`config.mk`:
```
export PLATFORM = sky130hd
export DESIGN_NAME = usbx_xact_seq
export DESIGN_NICKNAME = d
export VERILOG_FILES = /design/src/rtl/usbx_pkg.sv /design/src/rtl/usbx_gap_timer.sv /design/src/rtl/usbx_toggle_track.sv /design/src/rtl/usbx_reply_decide.sv /design/src/rtl/usbx_xact_seq.sv
export SDC_FILE = /design/constraint.sdc
export NUM_CORES = 1
export LEC_CHECK = 0
export CAP_MARGIN = 10
export CORE_MARGIN = 2
export CORE_UTILIZATION = 50
export CTS_CLUSTER_DIAMETER = 40
export DETAILED_ROUTE_END_ITERATION = 8
export PLACE_DENSITY = 0.82
export SYNTH_ARGS = -nofsm -noshare
export SYNTH_HDL_FRONTEND = slang
export SYNTH_SLANG_ARGS = --single-unit
```
`constraint.sdc`:
```
create_clock -name clk -period 2.1 [get_ports clk]
set_input_delay 0.42 -clock clk [delete_from_list [all_inputs] [get_ports clk]]
set_output_delay 0.42 -clock clk [all_outputs]
set_load 0.05 [all_outputs]
```
`src/rtl/usbx_pkg.sv`:
```
package usbx_pkg;
  localparam logic [3:0] PID_OUT   = 4'h1;
  localparam logic [3:0] PID_IN    = 4'h9;
  localparam logic [3:0] PID_SETUP = 4'hD;
  localparam logic [3:0] PID_PING  = 4'h4;
  localparam logic [3:0] PID_DATA0 = 4'h3;
  localparam logic [3:0] PID_DATA1 = 4'hB;
  localparam logic [3:0] PID_ACK   = 4'h2;
  localparam logic [3:0] PID_NAK   = 4'hA;
  localparam logic [3:0] PID_STALL = 4'hE;
  localparam logic [3:0] PID_NYET  = 4'h6;

  typedef enum logic [2:0] {
    ST_IDLE, ST_GAP, ST_RXDATA, ST_TXDATA, ST_TXHS, ST_WACK
  } seq_state_e;

  typedef enum logic [1:0] {
    XK_IN, XK_OUT, XK_SETUP, XK_PING
  } xact_kind_e;

  // what to transmit after the gap and whether it completes the transaction well
  typedef struct packed {
    logic       send_data;
    logic [3:0] pid;
    logic       good;
  } reply_plan_t;
endpackage

```
`src/rtl/usbx_gap_timer.sv`:
```
module usbx_gap_timer #(
  parameter int FS_IPD = 14,
  parameter int HS_IPD = 8,
  parameter int FS_TMO = 80,
  parameter int HS_TMO = 40,
  parameter int DEC_AT = 1
) (
  input  logic clk,
  input  logic rst_n,
  input  logic hs_sel,
  input  logic clr,
  input  logic run,
  output logic dec_hit,
  output logic ipd_hit,
  output logic tmo_hit
);
  localparam int MAX_IPD = (FS_IPD > HS_IPD) ? FS_IPD : HS_IPD;
  localparam int MAX_TMO = (FS_TMO > HS_TMO) ? FS_TMO : HS_TMO;
  localparam int MAXV    = (MAX_IPD > MAX_TMO) ? MAX_IPD : MAX_TMO;
  localparam int CW      = $clog2(MAXV + 1);

  logic [CW-1:0] cnt_q, cnt_d, ipd_lim, tmo_lim;
  logic          cnt_en;

  assign ipd_lim = hs_sel ? CW'(HS_IPD - 1) : CW'(FS_IPD - 1);
  assign tmo_lim = hs_sel ? CW'(HS_TMO - 1) : CW'(FS_TMO - 1);

  always_comb begin
    cnt_en = clr || (run && (cnt_q != {CW{1'b1}}));
    cnt_d  = clr ? '0 : cnt_q + 1'b1;
  end

  always_ff @(posedge clk or negedge rst_n) begin
    if (!rst_n) cnt_q <= '0;
    else if (cnt_en) cnt_q <= cnt_d;
  end

  assign dec_hit = run && !clr && (cnt_q == CW'(DEC_AT));
  assign ipd_hit = run && !clr && (cnt_q == ipd_lim);
  assign tmo_hit = run && !clr && (cnt_q == tmo_lim);
endmodule

```
`src/rtl/usbx_toggle_track.sv`:
```
module usbx_toggle_track (
  input  logic clk,
  input  logic rst_n,
  input  logic setup_clr,
  input  logic out_flip,
  input  logic in_flip,
  output logic in_tog,
  output logic out_exp
);
  logic in_en, out_en, in_d, out_d;

  always_comb begin
    in_en  = in_flip;
    in_d   = ~in_tog;
    out_en = setup_clr || out_flip;
    out_d  = setup_clr ? 1'b0 : ~out_exp;
  end

  always_ff @(posedge clk or negedge rst_n) begin
    if (!rst_n) begin
      in_tog  <= 1'b0;
      out_exp <= 1'b0;
    end else begin
      if (in_en)  in_tog  <= in_d;
      if (out_en) out_exp <= out_d;
    end
  end
endmodule

```
`src/rtl/usbx_reply_decide.sv`:
```
module usbx_reply_decide
  import usbx_pkg::*;
(
  input  xact_kind_e  kind,
  input  logic        hs_act,
  input  logic        in_tog,
  input  logic        out_exp,
  input  logic [3:0]  data_pid,
  input  logic        app_send,
  input  logic        app_nak,
  input  logic        app_stall,
  input  logic        app_nyet,
  output reply_plan_t plan
);
  logic fresh;

  assign fresh = (data_pid == (out_exp ? PID_DATA1 : PID_DATA0));

  always_comb begin
    plan = '{send_data: 1'b0, pid: PID_NAK, good: 1'b0};
    unique case (kind)
      XK_IN: begin
        if (app_stall)     plan = '{send_data: 1'b0, pid: PID_STALL, good: 1'b0};
        else if (app_send) plan = '{send_data: 1'b1, pid: (in_tog ? PID_DATA1 : PID_DATA0), good: 1'b0};
        else               plan = '{send_data: 1'b0, pid: PID_NAK,   good: 1'b0};
      end
      XK_PING: begin
        if (app_stall)     plan = '{send_data: 1'b0, pid: PID_STALL, good: 1'b0};
        else if (app_nak)  plan = '{send_data: 1'b0, pid: PID_NAK,   good: 1'b0};
        else               plan = '{send_data: 1'b0, pid: PID_ACK,   good: 1'b1};
      end
      XK_SETUP: begin
        plan = '{send_data: 1'b0, pid: PID_ACK, good: fresh};
      end
      XK_OUT: begin
        if (!fresh)                   plan = '{send_data: 1'b0, pid: PID_ACK,   good: 1'b0};
        else if (app_stall)           plan = '{send_data: 1'b0, pid: PID_STALL, good: 1'b0};
        else if (app_nak)             plan = '{send_data: 1'b0, pid: PID_NAK,   good: 1'b0};
        else if (app_nyet && hs_act)  plan = '{send_data: 1'b0, pid: PID_NYET,  good: 1'b1};
        else                          plan = '{send_data: 1'b0, pid: PID_ACK,   good: 1'b1};
      end
      default: plan = '{send_data: 1'b0, pid: PID_NAK, good: 1'b0};
    endcase
  end
endmodule

```
`src/rtl/usbx_xact_seq.sv`:
```
module usbx_xact_seq
  import usbx_pkg::*;
#(
  parameter int FS_IPD = 14,
  parameter int HS_IPD = 8,
  parameter int FS_TMO = 80,
  parameter int HS_TMO = 40,
  parameter int DEC_AT = 1,
  parameter int HS_EN  = 1
) (
  input  logic       clk,
  input  logic       rst_n,
  input  logic       hs_mode,
  input  logic       pkt_rx_act,
  input  logic       pkt_rx_fin,
  input  logic       pkt_rx_pid_vld,
  input  logic       pkt_rx_err,
  input  logic [3:0] pkt_rx_pid,
  output logic       pkt_tx_send,
  output logic [3:0] pkt_tx_pid,
  input  logic       pkt_tx_done,
  output logic       app_in,
  output logic       app_out,
  output logic       app_setup,
  output logic       app_ping,
  input  logic       app_send,
  input  logic       app_nak,
  input  logic       app_stall,
  input  logic       app_nyet,
  output logic       xact_ok,
  output logic       xact_fail
);
  seq_state_e  state_q, state_d;
  xact_kind_e  kind_q, kind_d;
  reply_plan_t plan_q, plan_nx;
  logic [3:0]  dpid_q;
  logic        echo_q, echo_d, ok_q, ok_d, fail_q, fail_d;
  logic        plan_en, dpid_en;
  logic        tm_clr, tm_run, dec_hit, ipd_hit, tmo_hit;
  logic        setup_clr, out_flip, in_flip, in_tog, out_exp;
  logic        hs_act, rx_good, rx_is_data;

  generate
    if (HS_EN != 0) begin : g_hs_on
      assign hs_act = hs_mode;
    end else begin : g_hs_off
      assign hs_act = 1'b0;
    end
  endgenerate

  assign rx_good    = pkt_rx_fin && pkt_rx_pid_vld && !pkt_rx_err;
  assign rx_is_data = (pkt_rx_pid == PID_DATA0) || (pkt_rx_pid == PID_DATA1);

  usbx_gap_timer #(
    .FS_IPD(FS_IPD), .HS_IPD(HS_IPD), .FS_TMO(FS_TMO), .HS_TMO(HS_TMO), .DEC_AT(DEC_AT)
  ) i_timer (
    .clk(clk), .rst_n(rst_n), .hs_sel(hs_act), .clr(tm_clr), .run(tm_run),
    .dec_hit(dec_hit), .ipd_hit(ipd_hit), .tmo_hit(tmo_hit)
  );

  usbx_toggle_track i_toggle (
    .clk(clk), .rst_n(rst_n), .setup_clr(setup_clr), .out_flip(out_flip),
    .in_flip(in_flip), .in_tog(in_tog), .out_exp(out_exp)
  );

  usbx_reply_decide i_decide (
    .kind(kind_q), .hs_act(hs_act), .in_tog(in_tog), .out_exp(out_exp),
    .data_pid(dpid_q), .app_send(app_send), .app_nak(app_nak),
    .app_stall(app_stall), .app_nyet(app_nyet), .plan(plan_nx)
  );

  always_comb begin
    state_d   = state_q;
    kind_d    = kind_q;
    echo_d    = echo_q;
    ok_d      = 1'b0;
    fail_d    = 1'b0;
    plan_en   = 1'b0;
    dpid_en   = 1'b0;
    tm_clr    = 1'b0;
    tm_run    = 1'b0;
    setup_clr = 1'b0;
    out_flip  = 1'b0;
    in_flip   = 1'b0;
    unique case (state_q)
      ST_IDLE: begin
        if (rx_good) begin
          if (pkt_rx_pid == PID_IN) begin
            kind_d = XK_IN;  state_d = ST_GAP;    tm_clr = 1'b1;
          end else if (pkt_rx_pid == PID_OUT) begin
            kind_d = XK_OUT; state_d = ST_RXDATA; tm_clr = 1'b1;
          end else if (pkt_rx_pid == PID_SETUP) begin
            kind_d = XK_SETUP; state_d = ST_RXDATA; tm_clr = 1'b1; setup_clr = 1'b1;
          end else if ((pkt_rx_pid == PID_PING) && hs_act) begin
            kind_d = XK_PING; state_d = ST_GAP;   tm_clr = 1'b1;
          end
        end
      end
      ST_GAP: begin
        tm_run = 1'b1;
        echo_d = 1'b0;
        if (dec_hit) plan_en = 1'b1;
        if (ipd_hit) state_d = plan_q.send_data ? ST_TXDATA : ST_TXHS;
      end
      ST_RXDATA: begin
        tm_run = !pkt_rx_act;
        tm_clr = pkt_rx_act;
        if (pkt_rx_fin) begin
          if (rx_good && rx_is_data) begin
            dpid_en = 1'b1; state_d = ST_GAP; tm_clr = 1'b1;
          end else begin
            state_d = ST_IDLE; fail_d = 1'b1;
          end
        end else if (tmo_hit) begin
          state_d = ST_IDLE; fail_d = 1'b1;
        end
      end
      ST_TXDATA: begin
        if (pkt_rx_act) echo_d = 1'b1;
        if (pkt_tx_done) begin
          state_d = ST_WACK; tm_clr = 1'b1;
        end
      end
      ST_WACK: begin
        tm_run = !pkt_rx_act;
        tm_clr = pkt_rx_act;
        if (pkt_rx_fin) begin
          if (echo_q) begin
            echo_d = 1'b0; tm_clr = 1'b1;
          end else if (rx_good && (pkt_rx_pid == PID_ACK)) begin
            state_d = ST_IDLE; ok_d = 1'b1; in_flip = 1'b1;
          end else begin
            state_d = ST_IDLE; fail_d = 1'b1;
          end
        end else if (tmo_hit) begin
          state_d = ST_IDLE; fail_d = 1'b1;
        end
      end
      ST_TXHS: begin
        if (pkt_tx_done) begin
          state_d = ST_IDLE;
          if (plan_q.good) begin
            ok_d = 1'b1;
            if ((kind_q == XK_OUT) || (kind_q == XK_SETUP)) out_flip = 1'b1;
          end else begin
            fail_d = 1'b1;
          end
        end
      end
      default: state_d = ST_IDLE;
    endcase
  end

  always_ff @(posedge clk or negedge rst_n) begin
    if (!rst_n) begin
      state_q <= ST_IDLE;
      kind_q  <= XK_IN;
      plan_q  <= '0;
      dpid_q  <= '0;
      echo_q  <= 1'b0;
      ok_q    <= 1'b0;
      fail_q  <= 1'b0;
    end else begin
      state_q <= state_d;
      kind_q  <= kind_d;
      echo_q  <= echo_d;
      ok_q    <= ok_d;
      fail_q  <= fail_d;
      if (plan_en) plan_q <= plan_nx;
      if (dpid_en) dpid_q <= pkt_rx_pid;
    end
  end

  always_comb begin
    pkt_tx_send = (state_q == ST_TXDATA) || (state_q == ST_TXHS);
    pkt_tx_pid  = pkt_tx_send ? plan_q.pid : 4'h0;
    app_in      = (state_q != ST_IDLE) && (kind_q == XK_IN);
    app_out     = (state_q != ST_IDLE) && (kind_q == XK_OUT);
    app_setup   = (state_q != ST_IDLE) && (kind_q == XK_SETUP);
    app_ping    = (state_q != ST_IDLE) && (kind_q == XK_PING);
    xact_ok     = ok_q;
    xact_fail   = fail_q;
  end
endmodule

```
; After elaboration in Yosys (flattened, before gate mapping)
; Cells that the tools add are included.
[classes]
n_mux = 80
bitwise = 2
add_sub_neg = 1
n_reduce_logical = 32
eq_ne = 28
[op_table]
columns = cell, count
row1 = $mux W1, 42
row2 = $mux W3, 13
row3 = $mux W6, 6
row4 = $pmux W6 S4, 1
row5 = $mux W4, 5
row6 = $pmux W3 S6, 1
row7 = $logic_and A1 B1 Y1, 15
row8 = $eq A7 B7 Y1, 2
row9 = $mux W7, 2
row10 = $eq A4 B4 Y1 const B, 3
row11 = $ne A2 B2 Y1 const B, 5
row12 = $eq A4 B2 Y1 const B, 2
row13 = $mux W2, 4
row14 = $add A7 B1 Y7 const B, 1
row15 = $eq A7 B1 Y1 const B, 1
row16 = $ne A7 B7 Y1 const B, 1
row17 = $eq A3 B2 Y1 const B, 2
row18 = $eq A3 B3 Y1 const B, 2
row19 = $pmux W1 S3, 2
row20 = $reduce_and A3 Y1, 2
row21 = $reduce_and A6 Y1, 1
row22 = $reduce_bool A3 Y1, 2
row23 = $logic_or A1 B1 Y1, 5
row24 = $mux W5, 1
row25 = 17 further kinds, 22
[word_totals]
output_inout_bits = 11
wordCells = 155
ff_bits = 27
inputBits = 16

; Depth between registers and ports, before layout
[depth]
word_depth = 14
depth_mapped = 6
depth_no_buf = 6

; Cells and area by module
; From an unflattened synthesis, not the netlist that was laid out.
[unflattened]
cells_unflattened = 215
area_unflattened_um2 = 1951.9
[by_module_without_submodules]
columns = module, seq_area_each_um2, cells_per_inst, instances, area_each_um2
row1 = usbx_xact_seq, 450.4, 136, 1, 1233.7
row2 = usbx_gap_timer, 175.2, 54, 1, 498.0
row3 = usbx_reply_decide, 0.0, 20, 1, 148.9
row4 = usbx_toggle_track, 50.0, 5, 1, 71.3

; Worst setup path before layout
; OpenSTA, ideal clock, no wires.
[synth_timing]
path_type = reg-to-output
startpoint = register state_q[2]
endpoint = output pkt_tx_pid[0]
stages_incl_launch_ff = 5
setup_slack_ns = -0.150
arrival_time_ns = 1.830
n_path_buf = 1
required_time_ns = 1.680
cell_sequence = dfrtp_1 buf_2 nor2b_1 a22o_1 and2_1
[synth_between]
elab_chain_cells = 3
word_cells_on_any_way = 4
classes_between = 2 x eq/ne / 1 x mux / 1 x reduce/logical
[synth_rtl]
columns = item, line_no
row1 = start: declaration, usbx_xact_seq.sv:33  ; seq_state_e state_q, state_d;
row2 = start signal: assignment, usbx_xact_seq.sv:164  ; state_q <= state_d;
row3 = $eq A3 B2 Y1 or $eq A3 B3 Y1 (tied branches), usbx_xact_seq.sv:175  ; pkt_tx_send = (state_q == ST_TXDATA) || (state_q == ST_TXHS);
row4 = $logic_or A1 B1 Y1 *, usbx_xact_seq.sv:175
row5 = named net pkt_tx_send, usbx_xact_seq.sv:19  ; output logic pkt_tx_send,
row6 = $mux W4 *, usbx_xact_seq.sv:176  ; pkt_tx_pid = pkt_tx_send ? plan_q.pid : 4'h0;
row7 = end: declaration, usbx_xact_seq.sv:20  ; output logic [3:0] pkt_tx_pid,
; Mark *: on every way through the listed nets, which the timed path passes. The rest lies on a longest branch.

; Worst setup path in the final report
[layout_timing]
startpoint = input pkt_rx_pid[3]
endpoint = register state_q[0]
[layout_between]
elab_chain_cells = 14
word_cells_on_any_way = 33
classes_between = 8 x eq/ne / 17 x mux / 8 x reduce/logical
[layout_rtl]
columns = item, line_no
row1 = start: declaration, usbx_xact_seq.sv:18  ; input logic [3:0] pkt_rx_pid,
row2 = $eq A4 B3 Y1, usbx_xact_seq.sv:94  ; end else if ((pkt_rx_pid == PID_PING) && hs_act) begin
row3 = $logic_and A1 B1 Y1, usbx_xact_seq.sv:94
row4 = $mux W1, usbx_xact_seq.sv:94
row5 = $mux W1, usbx_xact_seq.sv:92  ; end else if (pkt_rx_pid == PID_SETUP) begin
row6 = $mux W1, usbx_xact_seq.sv:90  ; end else if (pkt_rx_pid == PID_OUT) begin
row7 = $mux W1, usbx_xact_seq.sv:88  ; if (pkt_rx_pid == PID_IN) begin
row8 = $mux W1, usbx_xact_seq.sv:87  ; if (rx_good) begin
row9 = $pmux W1 S4, usbx_xact_seq.sv:85  ; unique case (state_q)
row10 = $logic_not A1 Y1, "usbx_gap_timer.sv:39, usbx_gap_timer.sv:40"
row11 = $logic_and A1 B1 Y1, "usbx_gap_timer.sv:39, usbx_gap_timer.sv:40"
row12 = $logic_and A1 B1 Y1, usbx_gap_timer.sv:40  ; assign tmo_hit = run && !clr && (cnt_q == tmo_lim);
row13 = $mux W3, n/a
row14 = "$mux W3, on equally long branches", n/a
row15 = $pmux W3 S6, usbx_xact_seq.sv:85
; Several ways; a longest one is shown, not always the timed one. The select of a mux whose other input is x is not followed.
; A chain may end at the register's enable or synchronous reset.

==> reports/metrics.cfg <==
[global_routing]
grt_pass1_vias = 1596
gr-total-overflow = 0
grtUsageTotal = 0.2344
grt_max_degree = 27
grt_pass1_wl_um = 7396
antenna_found_initial = 0

[yosys]
syn_area_mm2 = 0.001727
synthXorXnorAreaFrac = 0.05072
synth_compound_area_frac = 0.2094
synth_nets = 214
yosys.area_share.simple = 0.2623
synth_cells = 191
ys_seq_area_frac = 0.3768
synth_warnings = 0
synth.distinct_cells = 47
synth_ff_type = dfrtp_1
syn_area_per_cell_um2 = 9.040
synth_seq_cells = 26
synth-edff-count = 0
synth_top_family_by_area = simple AND/OR/NAND/NOR gates
synthAdderAreaFrac = 0.05072
muxShareOfSynthArea = 0.01304
ys_async_sr_fraction = 1.000

[sta]
drv_slew = 0
fin_crit_sh = 0.9735
hold_viol = 0
relSlewSlack = 0.6122
rsz0062_at_grt = no
fmax_mhz = 489.1
fin_skew_ps = 4.586
fin_crit_ps = 2044
worst_slew_pin_slew_ps = 574.2
fin_ws_ps = 55.57
finalSetupViolations = 0

[finish]
insertedDiodeCount = 0
final_cell_mix = buf_4 (29), dfrtp_1 (24), nand2_1 (18), clkdlybuf4s50_1 (17), nor2_1 (15)
fin_nets = 266
drive_gt1_frac = 0.2149
layout_commonest_cell = buf_4
fin_area_mm2 = 0.002341
syn_to_final_growth_pct = 35.58

[routing]
wl_met3_um = 286
drt-vias-per-instance = 5.733
wl_per_cell_um = 15.13
detail-route-antenna-nets = 0
wirelength_um = 4356
drcViolationCount = 0
drt_pass1_iterations = 4
wl_met1_um = 1940
route.met2.wl_um = 2066
drtIter0Drc = 164
top_layer_used = met4
dr_total_vias = 1651

[clock_network]
cts_hold_buf = 0
cts-buffers-inserted = 3
cts_htree_levels = 1
clk_path_buf_depth = 2
cts_root_buf = clkbuf_4
cts.sinks = 26
cts_tree = built
clk_latency_ps = 330
clk_pin_slew_worst_paths_ps = 150

[job]
drv_cap = 0

[critical_path]
setup.worst_path.start_class = input port
r2r_start = state_q[0]
r2r-end = state_q[0]
worst_setup_path_end_kind = flip-flop
worst-path-max-fanout = 3
criticalPathCategory = in2reg
cp_data_required_time_ps = 2330
worstPathCellList = clkdlybuf4s50_1 -> and4bb_1 -> a21oi_1 -> o41ai_1 -> o2111ai_1 -> a221o_1
reg2reg_depth = 6
cpPeakStageDelay_ps = 490
r2r_slack_ps = 100
slowest_stage = o41ai_1
critPathArrivalTime_ps = 2280

[min_path]
worstHoldPathType = in2async

[die]
start_util = 0.5174
core_area_mm2 = 0.003337
fp.dieH_um = 62.77
dieArea_mm2 = 0.003939
die_width_um = 62.77
ios = 27
rows = 21

[place]
dp_hpwl_um = 3285
pre_cts_slack_ps = -273.9
place_area_mm2 = 0.002232
gp_congestion = 0.9257
io_buffers = 26

[run_status]
status = finished clean

[power_and_ir_drop]
vdd_ir_drop_max_mv = 0.7410
leakagePower_nw = 1.067
power_density_mw_per_mm2 = 1356
totalPowerFinal_w = 0.003174

## cells in the mapped netlist, types with 2 or more instances
library cell	number	area (um2)
a211oi_1	2	15.01
a21oi_1	5	25.02
a22o_1	2	17.52
a31oi_1	2	12.51
a41o_1	2	20.02
and2_1	5	31.28
and3_1	6	37.54
and3b_1	2	17.52
buf_2	3	15.01
dfrtp_1	26	650.6
ha_1	7	87.58
inv_1	12	45.04
mux2_2	2	22.52
nand2_1	18	67.56
nand2b_1	8	50.05
nand3_1	6	30.03
nand4_1	4	25.02
nor2_1	15	56.30
nor2b_1	4	25.02
nor3_1	5	25.02
nor3b_1	3	22.52
nor4b_1	2	17.52
o2111ai_1	3	26.28
o211ai_1	5	37.54
o21a_1	3	22.52
o21ai_0	5	25.02
o22a_1	2	17.52
o22ai_1	3	18.77
o31ai_1	3	22.52
xnor2_1	4	35.03
xor2_1	6	52.55
## layout make-up
class / count / area (um2)
timing repair buffer: 51 / 488.0
sequential: 26 / 653.1
inverter: 12 / 45.04
multi-input combinational: 149 / 1045
clock buffer: 3 / 22.52
clock inverter: 1 / 30.03
tap: 46 / 57.56
fill: 272 / 996.0
## cells by family after synthesis
kind of cell,Yosys count
XOR/XNOR,10
AND/OR/NAND/NOR,83
buffers and inverters,16
adder cells (fa/ha/maj),7
multiplexers,2
AO/OA/AOI/OAI,47
flip-flops,26
## routing by layer
layer / vias up / global-route usage
met5: - / 0
met4: 0 / 0.05278
li1: 799 / -
met1: 775 / 0.3140
met2: 69 / 0.3884
met3: 8 / 0.05225
## repair_timing
action / 4_1_cts / 5_1_grt
gates resized for setup: 1 / 7
setup endpoints to repair: 5 / 6
pin swaps: 0 / 1
buffers inserted: 1 / 2
## through the flow
| step | std cells | TNS (ps) | utilization | hold slack (ps) |
|---|---|---|---|---|
| 2_1_floorplan | 191 | 0 | - | 124.4 |
| 3_3_place_gp | 281 | -512.8 | 0.6689 | 445.5 |
| 3_5_place_dp | 281 | -711.8 | 0.6689 | 446.5 |
| 4_1_cts | 286 | 0 | 0.6873 | 440.7 |
| 5_1_grt | 288 | 0 | 0.7015 | 463.8 |
| 6_report | 288 | 0 | 0.7015 | 431.1 |
## registers in the layout, indices dropped and copies added (netlist names)
signal and count:
kind_q 2, i_toggle.out_exp 1, echo_q 1, xact_fail 1, xact_ok 1, plan_q 5
state_q 3, i_timer.cnt_q 7, i_toggle.in_tog 1, dpid_q 4
## worst max-delay path, delay by kind of cell
kind,cells,cell delay [ps]
compound gates,4,1160
simple gates,1,270
buf+inv,1,430
## power by group
part / leakage [nW] / switching (W) / internal, W
clock: 0.0279 / 0.000157 / 0.000193
sequential: 0.336 / 0.000186 / 0.000680
combinational: 0.703 / 0.00107 / 0.000884
## how the worst max path moves through the flow
stage             startpoint             to  slack, ps  cells past startpoint
2_1_floorplan     state_q[2]  pkt_tx_pid[0]         30                      4
3_5_place_dp   pkt_rx_pid[3]     state_q[0]       -270                      6
3_3_place_gp   pkt_rx_pid[3]     state_q[0]       -180                      6
5_1_grt           state_q[0]      app_setup          7                      5
6_report       pkt_rx_pid[3]     state_q[0]         60                      6
4_1_cts           state_q[2]  pkt_tx_pid[1]         10                      4
(Power assumes the default switching activity.)
